## config.mk

```make
export PLATFORM = sky130hd
export DESIGN_NAME = dual_rail_check_chain
export DESIGN_NICKNAME = d
export VERILOG_FILES = /design/src/rtl/dual_rail_pkg.sv /design/src/rtl/two_rail_cell.sv /design/src/rtl/reduce_stage.sv /design/src/rtl/reduce_chain.sv /design/src/rtl/dual_rail_check_chain.sv
export SDC_FILE = /design/constraint.sdc
export NUM_CORES = 1
export LEC_CHECK = 0
export ABC_AREA = 0
export BUFFER_PORTS_ARGS = -buffer_cell sky130_fd_sc_hd__buf_2
export CORE_AREA = 2 2 39 41
export DETAILED_ROUTE_END_ITERATION = 8
export DIE_AREA = 0 0 41 43
export SLEW_MARGIN = 20
export SYNTH_ARGS = -nofsm -noshare
export SYNTH_HDL_FRONTEND = slang
export SYNTH_SLANG_ARGS = --single-unit
export TNS_END_PERCENT = 100
```

## constraint.sdc

```tcl
create_clock -name clk -period 0.8 [get_ports clk]
set_input_delay 0.12 -clock clk [delete_from_list [all_inputs] [get_ports clk]]
set_output_delay 0.12 -clock clk [all_outputs]
set_load 0.05 [all_outputs]
```

## src/rtl/dual_rail_pkg.sv

```systemverilog
package dual_rail_pkg;

    // One dual-rail signal: the two wires must hold opposite values.
    typedef struct packed {
        logic hi;
        logic lo;
    } rail_pair_t;

    // Two-wire result of the classic cell.
    typedef struct packed {
        logic e1;
        logic e2;
    } rail_out_t;

    // Collapse a pair to one bit: 1 when the rails differ.
    function automatic logic pair_merge(rail_pair_t p);
        return p.hi ^ p.lo;
    endfunction

    // Implication stage: ~a | c.
    function automatic logic implies_or(logic a, logic c);
        return (~a) | c;
    endfunction

    // Classic two-rail combination of pair a (x0,y0) and pair b (x1,y1).
    function automatic rail_out_t rail_combine(rail_pair_t a, rail_pair_t b);
        rail_out_t r;
        r.e1 = (a.hi & b.lo) | (a.lo & b.hi);
        r.e2 = (a.hi & b.hi) | (a.lo & b.lo);
        return r;
    endfunction

endpackage

```

## src/rtl/two_rail_cell.sv

```systemverilog
module two_rail_cell
    import dual_rail_pkg::*;
(
    input  rail_pair_t pa,
    input  rail_pair_t pb,
    output rail_out_t  res,
    output logic       bad
);
    rail_out_t comb;

    always_comb begin
        comb = rail_combine(pa, pb);
        res  = comb;
        bad  = ~(comb.e1 ^ comb.e2);
    end
endmodule

```

## src/rtl/reduce_stage.sv

```systemverilog
module reduce_stage
    import dual_rail_pkg::*;
(
    input  rail_pair_t pair,
    input  logic       line_in,
    output logic       line_out
);
    logic merged;

    always_comb begin
        merged   = pair_merge(pair);
        line_out = implies_or(merged, line_in);
    end
endmodule

```

## src/rtl/reduce_chain.sv

```systemverilog
module reduce_chain
    import dual_rail_pkg::*;
#(
    parameter int NPAIR = 3
) (
    input  logic [NPAIR-1:0] hi,
    input  logic [NPAIR-1:0] lo,
    output logic [NPAIR-1:0] taps
);
    localparam int NLINE = NPAIR + 1;

    logic [NLINE-1:0] line;

    assign line[0] = 1'b0;

    for (genvar k = 0; k < NPAIR; k++) begin : g_stage
        rail_pair_t pk;
        assign pk.hi = hi[k];
        assign pk.lo = lo[k];

        reduce_stage u_stage (
            .pair    (pk),
            .line_in (line[k]),
            .line_out(line[k+1])
        );

        assign taps[k] = line[k+1];
    end
endmodule

```

## src/rtl/dual_rail_check_chain.sv

```systemverilog
module dual_rail_check_chain
    import dual_rail_pkg::*;
#(
    parameter int NPAIR = 3
) (
    input  logic             clk,
    input  logic             rst,
    input  logic [1:0]       cell_p0_i,
    input  logic [1:0]       cell_p1_i,
    input  logic [NPAIR-1:0] chain_hi_i,
    input  logic [NPAIR-1:0] chain_lo_i,
    output logic             cell_e1_o,
    output logic             cell_e2_o,
    output logic             cell_err_o,
    output logic [NPAIR-1:0] stage_o,
    output logic             chain_err_o
);
    localparam int LAST = NPAIR - 1;

    rail_pair_t       pa, pb;
    rail_out_t        cell_res;
    logic             cell_bad;
    logic [NPAIR-1:0] taps;

    assign pa = rail_pair_t'(cell_p0_i);
    assign pb = rail_pair_t'(cell_p1_i);

    two_rail_cell u_cell (
        .pa (pa),
        .pb (pb),
        .res(cell_res),
        .bad(cell_bad)
    );

    reduce_chain #(.NPAIR(NPAIR)) u_chain (
        .hi  (chain_hi_i),
        .lo  (chain_lo_i),
        .taps(taps)
    );

    always_ff @(posedge clk) begin
        if (rst) begin
            cell_e1_o   <= 1'b0;
            cell_e2_o   <= 1'b0;
            cell_err_o  <= 1'b0;
            stage_o     <= '0;
            chain_err_o <= 1'b0;
        end else begin
            cell_e1_o   <= cell_res.e1;
            cell_e2_o   <= cell_res.e2;
            cell_err_o  <= cell_bad;
            stage_o     <= taps;
            chain_err_o <= taps[LAST];
        end
    end
endmodule

```

==> results.md <==
- CP bufs+invs: 1
- HP Start: rst
- Die area: 1760 um^2
- Asr flop ratio synth: 0
- Gpl congestion: 0.689
- N_diodes: 0
- Setup ws final: -60.6 ps
- Largest stage delay, worst path: ~360 ps
- Final setup TNS: -224 ps
- Cell count after synthesis: 20
- Post-synth top cells: dfxtp_1, xor2_1, nor2_1, a21oi_1, a22oi_1
- Postcts setup bufs: 0
- Rows: 14
- Final Setup Violations: 7
- Crit end category: primary output
- Syn avg cell area: 10.7 um^2
- Worst-path fanout max: 2
- Post-synthesis sequential area ratio: 0.561
- Worst slew pin tran: 215 ps
- Hold-fix buffers, CTS: 0
- Pre-antenna DRT Iters: 2
- ANT nets after route: 0
- CTS Sinks: 6
- Pwr dens: about 2100 nW/um^2
- Total Routed Length: between 400 and 500 um
- Slew headroom: 0.856
- Synth Register Bits: 6
- CP arrival: ~740 ps
- Synth Flop Type: dfxtp_1
- Synth area leader: dfxtp_1
- Fmax: 1.16 GHz
- WL/cell: 7.65 um
- Largest delay share family, worst path: flip-flops
- Failing checks: setup timing
- Initial antenna violation count: 0
- Hold violation count in the final report: 0
- Critical Path RT: approximately 700 ps
- Most common cell in the netlist: dfxtp_1
- Warnings from Yosys: 0
- Reg clk slew, reported paths: 50 ps
- Max-slew violation count: 0
- Final hold slack: 109 ps
- Largest net degree at the start of global routing: 7
- CTS tree: built
- GRT overflow: 0
- Crit path launch: stage_o[2]
- Fraction of layout cells with a size suffix above 1: 0.659
- Core Footprint: 1380 um^2
- Pleak: approximately 0.2 nW
- Max clock buf depth: 2
- GRT Util Overall: 0.0725
- Synth top area share: 0.561
- Residual DRC: 0
- Worst Hold Class: primary input to register
- Area grow syn2layout: 97.7%
- Nets@finish: 54
- Startpoint Class: register
- CTS root buf: clkbuf_4
- Status: finished, violations left
- Die Width: between 40 and 50 um
- Vias: 208
- Area contributors post-synth: dfxtp_1, xor2_1, a22oi_1, nor2_1, a21oi_1
- CTS Buf Count: 3
- H-tree depth: 1
- Fin crit share: 1.08
- Number of synthesized flops with an enable pin: 0
- Slowest CP cell: dfxtp_4
- DRT iter0 DRCs: 1
- Post-route minimum period: about 860 ps
- IO Pins: 19
- First-pass GRT wire length: 717 um
- Mapped Nets: 32
- Initial Utilization: 0.155
- Critical Path, Cell by Cell: buf_8
- Worst VDD drop: slightly above 0.5 mV
- Vias in the first global route: 171
- Netlist Area Pre-Place: 214 um^2
- I/O Buffers: 18
- Post-Place Setup Slack: around 110 ps
- Vias/cell: about 3.6
- Die H: 43 um
- Setup Crit Path Kind: register to primary output
- Yosys cell types: 7
- FILL cells: 140
- RSZ-0062 raised after global routing: yes
- PostCTS Resize Cnt: 22
- Max-cap viol count: 0
-- logic make-up after synthesis --
group | count (synthesis) | share of synthesized area
buffers and inverters | 1 | 0.0351
AND/OR/NAND/NOR | 3 | 0.0526
flip-flops | 6 | 0.561
AO/OA/AOI/OAI | 5 | 0.146
XOR/XNOR | 5 | 0.205
-- stage by stage --
| step | total power [mW] | util | instance area (um^2) | instances |
|---|---|---|---|---|
| 5_1_grt | 0.954 | 0.306 | 423 | 57 |
| 3_3_place_gp | 0.538 | 0.231 | 320 | 53 |
| 4_1_cts | 0.900 | 0.295 | 408 | 57 |
| 3_5_place_dp | 0.541 | 0.231 | 320 | 53 |
| 6_report | 0.899 | 0.306 | 423 | 57 |
| 2_1_floorplan | 0.478 | - | 218 | 20 |
-- cells in the final DEF, fill, tap and decap left out --
| cell | count |
|---|---|
| buf_2 | 11 |
| a21oi_1 | 2 |
| nor2_1 | 3 |
| dfxtp_4 | 1 |
| clkbuf_4 | 3 |
| buf_8 | 7 |
| dfxtp_2 | 5 |
| a22oi_1 | 2 |
| xor2_1 | 5 |
| clkbuf_1 | 1 |
| a31oi_1 | 1 |
-- path summary, 6_finish.rpt --
kind	end	slack [ps]	cells past startpoint
hold / removal	stage_o[2]	110	2
setup / recovery	chain_err_o	-60	1
-- final cells by class --
type / instances / area, um^2 / area share
sequential: 6 / 130 / 0.308
clock buffer: 4 / 26.3 / 0.0621
timing repair buffer: 18 / 160 / 0.379
multi-input combinational: 13 / 86.3 / 0.204
tap: 16 / 20.0 / 0.0473
-- metal layers --
metal	wire length, um	track usage	up-vias	part of all wire
met1	188	0.0779	84	0.43
met5	0	0	-	0
met2	190	0.0656	16	0.44
met4	0	0.120	0	0
li1	-	-	108	-
met3	57	0.0471	0	0.13
-- sequential cells by signal, indices dropped and copies added, names as in the netlist --
name and cells:
stage_o 3, cell_err_o 1, cell_e1_o 1, cell_e2_o 1
-- where the power goes --
part           internal (mW)  total [mW]  switching (mW)  leakage [nW]
sequential             0.329       0.346          0.0174        0.0517
clock                  0.189       0.293           0.105        0.0150
combinational          0.113       0.260           0.146         0.132
total                  0.631       0.899           0.268         0.199
Power figures use the tool's default switching activity.
